--- src/rtl/asram_ctrl_pkg.sv ---
package asram_ctrl_pkg;

  // Access sequencer states
  typedef enum logic [2:0] {
    ST_IDLE = 3'd0,
    ST_RD   = 3'd1,
    ST_WR   = 3'd2,
    ST_HOLD = 3'd3,
    ST_TURN = 3'd4
  } acc_state_e;

endpackage

--- src/rtl/asram_rst_sync.sv ---
// Asynchronous assertion, synchronous release of the active-low reset.
module asram_rst_sync (
  input  logic clk,
  input  logic rst_n,
  output logic rst_sync_n
);
  logic meta_q;
  logic sync_q;

  always_ff @(posedge clk or negedge rst_n) begin
    if (!rst_n) begin
      meta_q <= 1'b0;
      sync_q <= 1'b0;
    end else begin
      meta_q <= 1'b1;
      sync_q <= meta_q;
    end
  end

  assign rst_sync_n = sync_q;
endmodule

--- src/rtl/asram_tick_cnt.sv ---
// Down counter for phase lengths; last is high while the count is zero.
module asram_tick_cnt #(
  parameter int CNT_W = 2
) (
  input  logic             clk,
  input  logic             rst_n,
  input  logic             load,
  input  logic [CNT_W-1:0] load_val,
  output logic             last
);
  logic [CNT_W-1:0] cnt_q;
  logic [CNT_W-1:0] cnt_d;
  logic             cnt_en;

  always_comb begin
    cnt_en = load || (cnt_q != '0);
    cnt_d  = cnt_q;
    if (load) begin
      cnt_d = load_val;
    end else if (cnt_q != '0) begin
      cnt_d = cnt_q - 1'b1;
    end
  end

  always_ff @(posedge clk or negedge rst_n) begin
    if (!rst_n) begin
      cnt_q <= '0;
    end else if (cnt_en) begin
      cnt_q <= cnt_d;
    end
  end

  assign last = (cnt_q == '0);
endmodule

--- src/rtl/asram_seq.sv ---
// Access sequencer: idle -> strobe phase -> hold -> turnaround -> idle.
module asram_seq
  import asram_ctrl_pkg::*;
#(
  parameter int RD_WAIT  = 2,
  parameter int WR_PULSE = 2,
  parameter int TURN     = 1,
  parameter int CNT_W    = 2
) (
  input  logic             clk,
  input  logic             rst_n,
  input  logic             req_valid,
  input  logic             req_write,
  input  logic             last,
  output acc_state_e       state_q,
  output acc_state_e       state_d,
  output logic             cnt_load,
  output logic [CNT_W-1:0] cnt_val,
  output logic             accept
);
  localparam logic [CNT_W-1:0] RD_LOAD = CNT_W'(RD_WAIT - 1);
  localparam logic [CNT_W-1:0] WR_LOAD = CNT_W'(WR_PULSE - 1);
  localparam logic [CNT_W-1:0] TN_LOAD = CNT_W'(TURN - 1);

  assign accept = (state_q == ST_IDLE) && req_valid;

  always_comb begin
    state_d  = state_q;
    cnt_load = 1'b0;
    cnt_val  = '0;
    unique case (state_q)
      ST_IDLE: begin
        if (req_valid) begin
          cnt_load = 1'b1;
          if (req_write) begin
            state_d = ST_WR;
            cnt_val = WR_LOAD;
          end else begin
            state_d = ST_RD;
            cnt_val = RD_LOAD;
          end
        end
      end
      ST_RD, ST_WR: begin
        if (last) state_d = ST_HOLD;
      end
      ST_HOLD: begin
        state_d  = ST_TURN;
        cnt_load = 1'b1;
        cnt_val  = TN_LOAD;
      end
      ST_TURN: begin
        if (last) state_d = ST_IDLE;
      end
      default: state_d = ST_IDLE;
    endcase
  end

  always_ff @(posedge clk or negedge rst_n) begin
    if (!rst_n) begin
      state_q <= ST_IDLE;
    end else begin
      state_q <= state_d;
    end
  end
endmodule

--- src/rtl/asram_dpath.sv ---
// Request latches, registered strobes and bus drive, read capture.
module asram_dpath
  import asram_ctrl_pkg::*;
#(
  parameter int ADDR_W = 18,
  parameter int DATA_W = 4
) (
  input  logic              clk,
  input  logic              rst_n,
  input  logic              accept,
  input  logic              req_write,
  input  logic [ADDR_W-1:0] req_addr,
  input  logic [DATA_W-1:0] req_wdata,
  input  acc_state_e        state_q,
  input  acc_state_e        state_d,
  input  logic              last,
  input  logic [DATA_W-1:0] sram_dq_in,
  output logic [ADDR_W-1:0] sram_addr,
  output logic [DATA_W-1:0] sram_dq_out,
  output logic              sram_dq_oe,
  output logic              sram_ce_n,
  output logic              sram_oe_n,
  output logic              sram_we_n,
  output logic              rsp_valid,
  output logic [DATA_W-1:0] rsp_rdata
);
  logic [ADDR_W-1:0] addr_q;
  logic [DATA_W-1:0] wdata_q;
  logic              wr_q;
  logic              ce_n_d, oe_n_d, we_n_d, dq_oe_d;
  logic              ce_n_q, oe_n_q, we_n_q, dq_oe_q;
  logic              cap_en;
  logic              rsp_valid_q;
  logic [DATA_W-1:0] rdata_q;

  // Strobes follow the next state so they are glitch-free register outputs.
  always_comb begin
    ce_n_d  = !((state_d == ST_RD) || (state_d == ST_WR));
    oe_n_d  = !(state_d == ST_RD);
    we_n_d  = !(state_d == ST_WR);
    dq_oe_d = (state_d == ST_WR) || ((state_d == ST_HOLD) && wr_q);
    cap_en  = (state_q == ST_RD) && last;
  end

  always_ff @(posedge clk or negedge rst_n) begin
    if (!rst_n) begin
      addr_q  <= '0;
      wdata_q <= '0;
      wr_q    <= 1'b0;
    end else if (accept) begin
      addr_q  <= req_addr;
      wdata_q <= req_wdata;
      wr_q    <= req_write;
    end
  end

  always_ff @(posedge clk or negedge rst_n) begin
    if (!rst_n) begin
      ce_n_q  <= 1'b1;
      oe_n_q  <= 1'b1;
      we_n_q  <= 1'b1;
      dq_oe_q <= 1'b0;
    end else begin
      ce_n_q  <= ce_n_d;
      oe_n_q  <= oe_n_d;
      we_n_q  <= we_n_d;
      dq_oe_q <= dq_oe_d;
    end
  end

  always_ff @(posedge clk or negedge rst_n) begin
    if (!rst_n) begin
      rsp_valid_q <= 1'b0;
    end else begin
      rsp_valid_q <= cap_en;
    end
  end

  always_ff @(posedge clk or negedge rst_n) begin
    if (!rst_n) begin
      rdata_q <= '0;
    end else if (cap_en) begin
      rdata_q <= sram_dq_in;
    end
  end

  assign sram_addr   = addr_q;
  assign sram_dq_out = wdata_q;
  assign sram_dq_oe  = dq_oe_q;
  assign sram_ce_n   = ce_n_q;
  assign sram_oe_n   = oe_n_q;
  assign sram_we_n   = we_n_q;
  assign rsp_valid   = rsp_valid_q;
  assign rsp_rdata   = rdata_q;
endmodule

--- src/rtl/asram_ctrl.sv ---
module asram_ctrl
  import asram_ctrl_pkg::*;
#(
  parameter int ADDR_W   = 18,
  parameter int DATA_W   = 4,
  parameter int RD_WAIT  = 2,
  parameter int WR_PULSE = 2,
  parameter int TURN     = 1
) (
  input  logic              clk,
  input  logic              rst_n,
  input  logic              req_valid,
  output logic              req_ready,
  input  logic              req_write,
  input  logic [ADDR_W-1:0] req_addr,
  input  logic [DATA_W-1:0] req_wdata,
  output logic              rsp_valid,
  output logic [DATA_W-1:0] rsp_rdata,
  output logic              sram_ce_n,
  output logic              sram_oe_n,
  output logic              sram_we_n,
  output logic [ADDR_W-1:0] sram_addr,
  output logic [DATA_W-1:0] sram_dq_out,
  output logic              sram_dq_oe,
  input  logic [DATA_W-1:0] sram_dq_in
);
  localparam int MAX_RW = (RD_WAIT > WR_PULSE) ? RD_WAIT : WR_PULSE;
  localparam int MAX_PH = (MAX_RW > TURN) ? MAX_RW : TURN;
  localparam int CNT_W  = (MAX_PH < 2) ? 1 : $clog2(MAX_PH);

  logic             rst_int_n;
  acc_state_e       state_q;
  acc_state_e       state_d;
  logic             cnt_load;
  logic [CNT_W-1:0] cnt_val;
  logic             last;
  logic             accept;

  asram_rst_sync u_rst (
    .clk        (clk),
    .rst_n      (rst_n),
    .rst_sync_n (rst_int_n)
  );

  asram_seq #(
    .RD_WAIT  (RD_WAIT),
    .WR_PULSE (WR_PULSE),
    .TURN     (TURN),
    .CNT_W    (CNT_W)
  ) u_seq (
    .clk       (clk),
    .rst_n     (rst_int_n),
    .req_valid (req_valid),
    .req_write (req_write),
    .last      (last),
    .state_q   (state_q),
    .state_d   (state_d),
    .cnt_load  (cnt_load),
    .cnt_val   (cnt_val),
    .accept    (accept)
  );

  asram_tick_cnt #(
    .CNT_W (CNT_W)
  ) u_cnt (
    .clk      (clk),
    .rst_n    (rst_int_n),
    .load     (cnt_load),
    .load_val (cnt_val),
    .last     (last)
  );

  asram_dpath #(
    .ADDR_W (ADDR_W),
    .DATA_W (DATA_W)
  ) u_dp (
    .clk         (clk),
    .rst_n       (rst_int_n),
    .accept      (accept),
    .req_write   (req_write),
    .req_addr    (req_addr),
    .req_wdata   (req_wdata),
    .state_q     (state_q),
    .state_d     (state_d),
    .last        (last),
    .sram_dq_in  (sram_dq_in),
    .sram_addr   (sram_addr),
    .sram_dq_out (sram_dq_out),
    .sram_dq_oe  (sram_dq_oe),
    .sram_ce_n   (sram_ce_n),
    .sram_oe_n   (sram_oe_n),
    .sram_we_n   (sram_we_n),
    .rsp_valid   (rsp_valid),
    .rsp_rdata   (rsp_rdata)
  );

  assign req_ready = (state_q == ST_IDLE);
endmodule

--- config.mk ---
export PLATFORM = sky130hd
export DESIGN_NAME = asram_ctrl
export DESIGN_NICKNAME = d
export VERILOG_FILES = /design/src/rtl/asram_ctrl_pkg.sv /design/src/rtl/asram_rst_sync.sv /design/src/rtl/asram_tick_cnt.sv /design/src/rtl/asram_seq.sv /design/src/rtl/asram_dpath.sv /design/src/rtl/asram_ctrl.sv
export SDC_FILE = /design/constraint.sdc
export NUM_CORES = 1
export LEC_CHECK = 0
export BUFFER_PORTS_ARGS = -buffer_cell sky130_fd_sc_hd__buf_4
export CORE_MARGIN = 2
export CORE_UTILIZATION = 35
export CTS_CLUSTER_DIAMETER = 80
export CTS_CLUSTER_SIZE = 24
export DETAILED_ROUTE_END_ITERATION = 12
export SKIP_CTS_REPAIR_TIMING = 1
export SLEW_MARGIN = 10
export SYNTH_ARGS = -nofsm -noshare
export SYNTH_HDL_FRONTEND = slang
export SYNTH_HIERARCHICAL = 1
export SYNTH_SLANG_ARGS = --single-unit
--- constraint.sdc ---
create_clock -name clk -period 1.47 [get_ports clk]
set_clock_uncertainty 0.2 [all_clocks]
set_input_delay 0.147 -clock clk [delete_from_list [all_inputs] [get_ports clk]]
set_output_delay 0.147 -clock clk [all_outputs]
set_load 0.02 [all_outputs]
==> impl_metrics.json, run 1 <==
{
  "r2r_end": "u_dp/sram_addr[5]",
  "netlist_area_mm2": 0.00147,
  "place_area_mm2": 0.00209,
  "worstPathArrival_ns": 1.66,
  "stdcell_area_mm2": 0.00263,
  "hold_ws_ns": 0.0404,
  "dieWidth_um": 68.9,
  "rows": 23,
  "htreeDepth": 2,
  "grt_max_degree": 37,
  "core_area_mm2": 0.00403,
  "gp_congestion": 0.862,
  "power_frac_seq_pct": 32.4,
  "synth_area_per_cell_um2": 15.5,
  "peakVddDrop_uv": 1050,
  "clock_power_share_pct": 11.2,
  "p_sw_mw": 2.07,
  "synthTopCellsByArea": "dfrtp_1 59%, mux2_2 18%, dfstp_2 5.3%",
  "drv_cap": 0,
  "critPathSlowestCell": "dfrtp_2",
  "vias": 1147,
  "place_inst": 211,
  "initial_core_util_pct": 36.6,
  "utilization_pct": 65.4,
  "area_growth_pct": 78.7,
  "ios": 62,
  "r2r_cells": 4,
  "intPower_mw": 3.76,
  "yosysUniqueCellTypes": 24,
  "grt.overflow.total": 0,
  "combPwrFrac_pct": 56.3,
  "wl_um": 3770,
  "drc": 0,
  "clockBufferDepth": 2,
  "status": "complete, but fails checks",
  "leakagePower_nw": 1.25,
  "grt.total_usage_pct": 13.0,
  "grt_pass1_wl_um": 4350,
  "cts_tree": "built",
  "end_kind": "flop",
  "root_buffer": "clkbuf_8",
  "finalNonFillerCells": 254,
  "clk_pin_slew_ns": 0.07,
  "dieArea_mm2": 0.00475,
  "rsz0062_at_grt": "yes",
  "setup_tns_ns": -6.00,
  "sw_frac_of_total_pct": 35.5,
  "antenna_found_initial": 0,
  "via_per_inst": 4.52,
  "dr.first_iter.drc_count": 52,
  "required_ns": 1.44,
  "first_pass_iters": 6,
  "yosysWarnings": 6,
  "fmax_mhz": 590,
  "slowest_delay_ns": 0.44,
  "port_buffers": 61,
  "p_per_area_mw_per_mm2": 2210,
  "ys_seq_area_share_pct": 64.8,
  "crit_fanout": 6,
  "grt_pass1_vias": 941,
  "ys_seq_elements": 38,
  "dpl_worst_slack_ns": -0.195,
  "drive_gt1_share_pct": 60.3,
  "failed_checks": "setup timing",
  "yosys.area.top_type": "dfrtp_1",
  "layout_setup_ws_ns": -0.225,
  "antenna_cells": 0,
  "crit_type": "flop to flop",
  "crit_chain": "nor4b_4 -> buf_6 -> buf_12 -> mux2_2",
  "dp_hpwl_um": 2160,
  "drv_slew": 0,
  "clk_latency_ns": 0.28,
  "hold_violations": 0,
  "total_power_mw": 5.83,
  "period_share_pct": 115,
  "period_needed_ns": 1.69,
  "synth_top_cell_area_share_pct": 59.4,
  "regToRegStartpoint": "u_seq/state_q[1]",
  "syn_nets": 125,
  "setup_viol": 31,
  "cts.sinks": 38,
  "rrSetupSlack_ns": -0.22,
  "start_kind": "flop",
  "ant_nets": 0,
  "hold_class": "flop to async pin",
  "tritoncts.num_buffers": 5,
  "wire_per_inst_um": 14.8,
  "nets": 233,
  "synth_cells": 95,
  "die_h_um": 68.9
}
==> registers in the layout, summed over array words and instances (netlist names), 3 cells and up <==
register and flops:
u_dp/sram_dq_out 4, u_seq/state_q 3, u_dp/rsp_rdata 4, u_dp/sram_addr 18
==> synth_stat cells <==
master and count:
dfstp_2 3, nand2_1 4, nor2_1 1, nand2b_1 2
mux2_2 23, conb_1 1, buf_4 4, or3b_2 1
nor3b_1 1, a221oi_2 1, inv_1 1, xor2_1 1
nor2b_1 2, nand3b_1 2, and2_1 1, o21ai_0 1
dfrtp_1 35, o21bai_1 1, nor3_2 1, nor4b_1 1
mux2_4 4, nor2_2 1, nor4bb_1 1, a21oi_1 2
==> cells in the final DEF (no fill, tap or decap), types with 2 or more instances in the layout <==
cell type      instances
a21oi_1                2
buf_12                 2
buf_4                 67
buf_6                  5
clkbuf_16              2
clkbuf_8               5
clkinv_2               2
dfrtp_1               32
dfrtp_2                3
dfstp_2                3
dlygate4sd3_1         29
mux2_2                 8
mux2_4                19
nand2_1                4
nand3b_1               2
nor2b_1                2
==> routing by layer <==
metal / global-route usage (%) / wire length, um / vias to the layer above
met5: 0 / 0 / -
met1: 16.1 / 1580 / 553
met2: 19.6 / 1890 / 46
met3: 5.03 / 246 / 4
li1: - / - / 544
met4: 6.62 / 46 / 0
==> kinds of logic (layout without fill, tap and decap cells) <==
family / count (synthesis) / in the layout / synth area share [%]
XOR/XNOR: 1 / 1 / 0.594
buffers and inverters: 5 / 114 / 2.29
AO/OA/AOI/OAI: 5 / 5 / 2.55
other: 1 / 1 / 0.254
AND/OR/NAND/NOR: 18 / 18 / 7.89
multiplexers: 27 / 27 / 21.6
flip-flops: 38 / 38 / 64.8
==> power by group through the flow <==
| stage | combinational, mW | sequential [mW] | clock [mW] |
|---|---|---|---|
| finish | 3.28 | 1.89 | 0.655 |
| CTS | 2.74 | 1.88 | 0.695 |
| global route | 3.49 | 1.94 | 0.759 |
| global placement | 2.68 | 1.88 | 0 |
| detailed placement | 2.74 | 1.89 | 0 |
| floorplan | 1.05 | 2.44 | 0 |
==> how the worst max path moves through the flow <==
stage	slack, ns	to	startpoint	cells after the start
after floorplan	-0.26	u_dp/sram_addr[0]	u_seq/state_q[2]	3
after global placement	-0.15	u_dp/sram_addr[16]	u_seq/state_q[2]	3
after detailed placement	-0.20	u_dp/sram_addr[5]	u_seq/state_q[2]	3
after CTS	-0.20	u_dp/sram_addr[8]	u_seq/state_q[2]	3
after global routing	-0.26	u_dp/sram_addr[17]	u_seq/state_q[1]	4
final	-0.22	u_dp/sram_addr[5]	u_seq/state_q[1]	4
==> area by class of cell <==
cell class,instances,area [um2]
well taps,50,62.6
fillers,321,1400
clock inverters,2,10.0
repair buffers,105,940
inverters,1,3.75
multi-input cells,52,587
clock buffers,6,72.6
flip-flops and latches,38,958
==> critical path: cells and delay by family (launching register included) <==
| kind | cells | cell delay (ns) |
|---|---|---|
| AND/OR/NAND/NOR | 1 | 0.30 |
| flip-flops | 1 | 0.44 |
| buffers and inverters | 2 | 0.31 |
| multiplexers | 1 | 0.34 |
No activity file was read; power rests on OpenSTA's default activity.
==> inputs of run 2 (changes only) <==
--- a/config.mk
+++ b/config.mk
@@ -7,7 +7,7 @@
 export LEC_CHECK = 0
 export BUFFER_PORTS_ARGS = -buffer_cell sky130_fd_sc_hd__buf_4
 export CORE_MARGIN = 2
-export CORE_UTILIZATION = 35
+export CORE_UTILIZATION = 30
 export CTS_CLUSTER_DIAMETER = 80
 export CTS_CLUSTER_SIZE = 24
 export DETAILED_ROUTE_END_ITERATION = 12
==> run 2 against run 1 <==
  * The run still ends with setup timing left
  * Highest routed layer unchanged
  * Utilization shrank 12 points
  * Largest power group unchanged
  * First-iteration DRC count decreased by 54%
  * Flip-flop and latch count unchanged
  * Critical path type unchanged
  * Total power is 6.6% lower
  * Global-route usage decreased by 1.1 points
  * Hold slack worse by 0.021 ns
==> impl_metrics.json, run 2 (synthesis results as in run 1) <==
{
  "ios": 62,
  "required_ns": 1.44,
  "finalNonFillerCells": 267,
  "dp_hpwl_um": 2350,
  "utilization_pct": 53.2,
  "root_buffer": "clkbuf_8",
  "place_area_mm2": 0.00211,
  "core_area_mm2": 0.00472,
  "worstPathArrival_ns": 1.62,
  "antenna_found_initial": 0,
  "status": "complete, but fails checks",
  "period_share_pct": 112,
  "clockBufferDepth": 2,
  "fmax_mhz": 606,
  "rows": 25,
  "grt_pass1_wl_um": 4810,
  "grt.overflow.total": 0,
  "tritoncts.num_buffers": 5,
  "rsz0062_at_grt": "yes",
  "final_cell_mix": "70 x buf_4, 32 x dfrtp_1, 29 x dlygate4sd3_1",
  "start_kind": "flop",
  "via_per_inst": 4.23,
  "antenna_cells": 0,
  "dieArea_mm2": 0.00549,
  "total_power_mw": 5.45,
  "failed_checks": "setup timing",
  "area_growth_pct": 70.4,
  "peakVddDrop_uv": 703,
  "grt_max_degree": 25,
  "hold_ws_ns": 0.0193,
  "drive_gt1_share_pct": 60.5,
  "largest_reg_flops": 18,
  "first_pass_iters": 4,
  "drv_slew": 0,
  "nets": 229,
  "cts.sinks": 38,
  "final_common_cell": "buf_4",
  "wl_um": 3400,
  "hold_class": "flop to async pin",
  "hold_violations": 0,
  "grt.total_usage_pct": 11.9,
  "initial_core_util_pct": 31.2,
  "setup_viol": 31,
  "place_inst": 230,
  "drc": 0,
  "end_kind": "flop",
  "wire_per_inst_um": 12.7,
  "dieWidth_um": 74.1,
  "htreeDepth": 2,
  "p_per_area_mw_per_mm2": 2170,
  "dr.first_iter.drc_count": 24,
  "grt_pass1_vias": 1007,
  "port_buffers": 61,
  "clk_latency_ns": 0.29,
  "period_needed_ns": 1.65,
  "crit_fanout": 24,
  "setup_tns_ns": -4.70,
  "vias": 1129,
  "cts_tree": "built",
  "stdcell_area_mm2": 0.00251,
  "drv_cap": 0,
  "leakagePower_nw": 1.16,
  "crit_type": "flop to flop",
  "gp_congestion": 0.698,
  "clk_pin_slew_ns": 0.07,
  "layout_setup_ws_ns": -0.181,
  "die_h_um": 74.1,
  "dpl_worst_slack_ns": -0.183,
  "ant_nets": 0
}
## run 2: cell count changes in the layout (fill, tap and decap cells not counted), sizes merged
cell	before	now
buf	74	72
clkbuf	8	6
clkinv	2	1
clkinvlp	0	1
## run 2: layer usage
layer  vias up  track usage [%]  share of wire (%)
met3         6             4.47                5.0
met4         0             6.06                2.1
met5         -                0                  0
met1       552             13.3                 39
met2        37             19.7                 53
li1        534                -                  -
## run 2: worst max-delay path, cell delays in order, from the launching register on
cell	delay, ns
dfrtp_2	0.44
nor4b_4	0.33
buf_12	0.22
mux2_2	0.35
## run 2: report_power, final
group	internal, mW	leakage [nW]	switching (mW)
clock network	0.376	0.0472	0.349
logic	1.53	0.667	1.32
registers	1.58	0.448	0.289
## run 2: path summary, 6_finish.rpt
check / startpoint / to / slack, ns / cells after the start
setup / recovery: u_seq/state_q[2] / u_dp/sram_addr[3] / -0.18 / 3
hold / removal: u_rst/rst_sync_n / u_dp/sram_addr[9] / 0.02 / 1
setup reg to reg: u_seq/state_q[2] / u_dp/sram_addr[3] / -0.18 / 3
hold reg to reg: u_rst/rst_sync_n / u_dp/sram_addr[9] / 0.02 / 1
max in group asynchronous: rst_n / u_rst/meta_q / 0.44 / 3
min in group clk: req_write / u_seq/state_q[1] / 0.10 / 4
## run 2: final cells by class
cell class                      instances  area (um2)
Clock buffer                            6        82.6
Clock inverter                          2        12.5
Tap cell                               67        83.8
Inverter                                1        3.75
Timing Repair Buffer                  101         847
Sequential cell                        38         958
Multi-Input combinational cell         52         523
Fill cell                             408        2210
==> inputs of run 3 (changes only) <==
--- a/config.mk
+++ b/config.mk
@@ -6,11 +6,13 @@
 export NUM_CORES = 1
 export LEC_CHECK = 0
 export BUFFER_PORTS_ARGS = -buffer_cell sky130_fd_sc_hd__buf_4
+export CAP_MARGIN = 20
 export CORE_MARGIN = 2
 export CORE_UTILIZATION = 30
-export CTS_CLUSTER_DIAMETER = 80
+export CTS_CLUSTER_DIAMETER = 120
 export CTS_CLUSTER_SIZE = 24
 export DETAILED_ROUTE_END_ITERATION = 12
+export RECOVER_POWER = 25
 export SKIP_CTS_REPAIR_TIMING = 1
 export SLEW_MARGIN = 10
 export SYNTH_ARGS = -nofsm -noshare
==> run 3 against run 2 <==
  * The flow still finishes with violations (setup timing)
  * Flip-flop and latch count unchanged
  * First-iteration DRC count increased by 33%
  * Maximum frequency about the same
  * Critical path depth unchanged
  * Final cell count unchanged
  * Setup slack about the same
  * Routed wire length decreased by 0.12%
  * Critical path type unchanged
  * Via count decreased by 0.35%
==> impl_metrics.json, run 3 (synthesis results as in run 1) <==
{
  "period_needed_ns": 1.65,
  "peakVddDrop_uv": 703,
  "hold_class": "flop to async pin",
  "ios": 62,
  "antenna_cells": 0,
  "grt_pass1_wl_um": 4810,
  "initial_core_util_pct": 31.2,
  "dieWidth_um": 74.1,
  "largest_reg_flops": 18,
  "cts_tree": "built",
  "p_per_area_mw_per_mm2": 2170,
  "via_per_inst": 4.21,
  "cts.sinks": 38,
  "first_pass_iters": 4,
  "grt.overflow.total": 0,
  "dr.first_iter.drc_count": 32,
  "rows": 25,
  "fmax_mhz": 606,
  "worstPathArrival_ns": 1.62,
  "clockBufferDepth": 2,
  "status": "complete, but fails checks",
  "dpl_worst_slack_ns": -0.183,
  "gp_congestion": 0.698,
  "final_common_cell": "buf_4",
  "rsz0062_at_grt": "yes",
  "crit_type": "flop to flop",
  "end_kind": "flop",
  "wl_um": 3390,
  "drc": 0,
  "port_buffers": 61,
  "fillers": 408,
  "failed_checks": "setup timing",
  "start_kind": "flop",
  "drive_gt1_share_pct": 60.5,
  "crit_fanout": 24,
  "r2r_end": "u_dp/sram_addr[3]",
  "tritoncts.num_buffers": 5,
  "hold_violations": 0,
  "period_share_pct": 112,
  "clk_latency_ns": 0.29,
  "wire_per_inst_um": 12.7,
  "antenna_found_initial": 0,
  "required_ns": 1.44,
  "clk_pin_slew_ns": 0.07,
  "regToRegStartpoint": "u_seq/state_q[2]",
  "vias": 1125,
  "leakagePower_nw": 1.16,
  "total_power_mw": 5.45,
  "die_h_um": 74.1,
  "drv_slew": 0,
  "htreeDepth": 2,
  "setup_viol": 31,
  "grt_max_degree": 25,
  "grt_pass1_vias": 1007,
  "layout_setup_ws_ns": -0.181,
  "core_area_mm2": 0.00472,
  "rrSetupSlack_ns": -0.18,
  "nets": 229,
  "ant_nets": 0,
  "r2r_cells": 3,
  "root_buffer": "clkbuf_8",
  "dieArea_mm2": 0.00549,
  "area_growth_pct": 70.2,
  "drv_cap": 0,
  "setup_tns_ns": -4.70,
  "grt.total_usage_pct": 11.9,
  "dp_hpwl_um": 2350,
  "final_cell_mix": "69 x buf_4, 32 x dfrtp_1, 29 x dlygate4sd3_1"
}
run 3: cell count changes in the layout (fill, tap and decap cells not counted):
cell	before	now
buf_4	70	69
clkbuf_2	0	1
run 3: how the worst max path moves through the flow:
stage / startpoint / to / slack (ns) / cells past startpoint
floorplan: u_seq/state_q[2] / u_dp/sram_addr[0] / -0.26 / 3
global placement: u_seq/state_q[2] / u_dp/sram_addr[10] / -0.16 / 3
detailed placement: u_seq/state_q[1] / u_dp/sram_addr[11] / -0.18 / 3
CTS: u_seq/state_q[1] / u_dp/sram_addr[3] / -0.19 / 3
global route: u_seq/state_q[2] / u_dp/sram_addr[11] / -0.24 / 3
finish: u_seq/state_q[2] / u_dp/sram_addr[3] / -0.18 / 3
run 3: layout make-up:
type                    instances  area (um2)  share of cell area, %
well taps                      67        83.8                   3.34
repair buffers                101         845                   33.7
flip-flops and latches         38         958                   38.2
multi-input cells              52         523                   20.8
clock inverters                 2        12.5                  0.499
clock buffers                   6        82.6                   3.29
inverters                       1        3.75                  0.150
run 3: critical path, stage by stage (launching register included):
cell,delay (ns)
dfrtp_2,0.44
nor4b_4,0.33
buf_12,0.22
mux2_2,0.35
run 3: report_power, final:
part / internal (mW) / switching, mW / total [mW]
Sequential: 1.58 / 0.290 / 1.87
Clock: 0.376 / 0.349 / 0.726
Combinational: 1.53 / 1.32 / 2.85
run 3: metrics by stage:
stage               util (%)  instance area (um2)  hold WS, ns  std cells
global route            53.1                 2510       0.0887        267
detailed placement      44.7                 2110       -0.268        230
finish                  53.1                 2510       0.0240        267
floorplan                  -                 1510       -0.349         95
CTS                     46.7                 2200       -0.585        238
global placement        44.7                 2110       -0.270        230
run 3: routing by layer:
layer | GRT usage (%) | part of all wire, %
met5 | 0 | 0
met1 | 13.3 | 40
met4 | 6.06 | 2.1
met2 | 19.7 | 53
met3 | 4.47 | 4.9
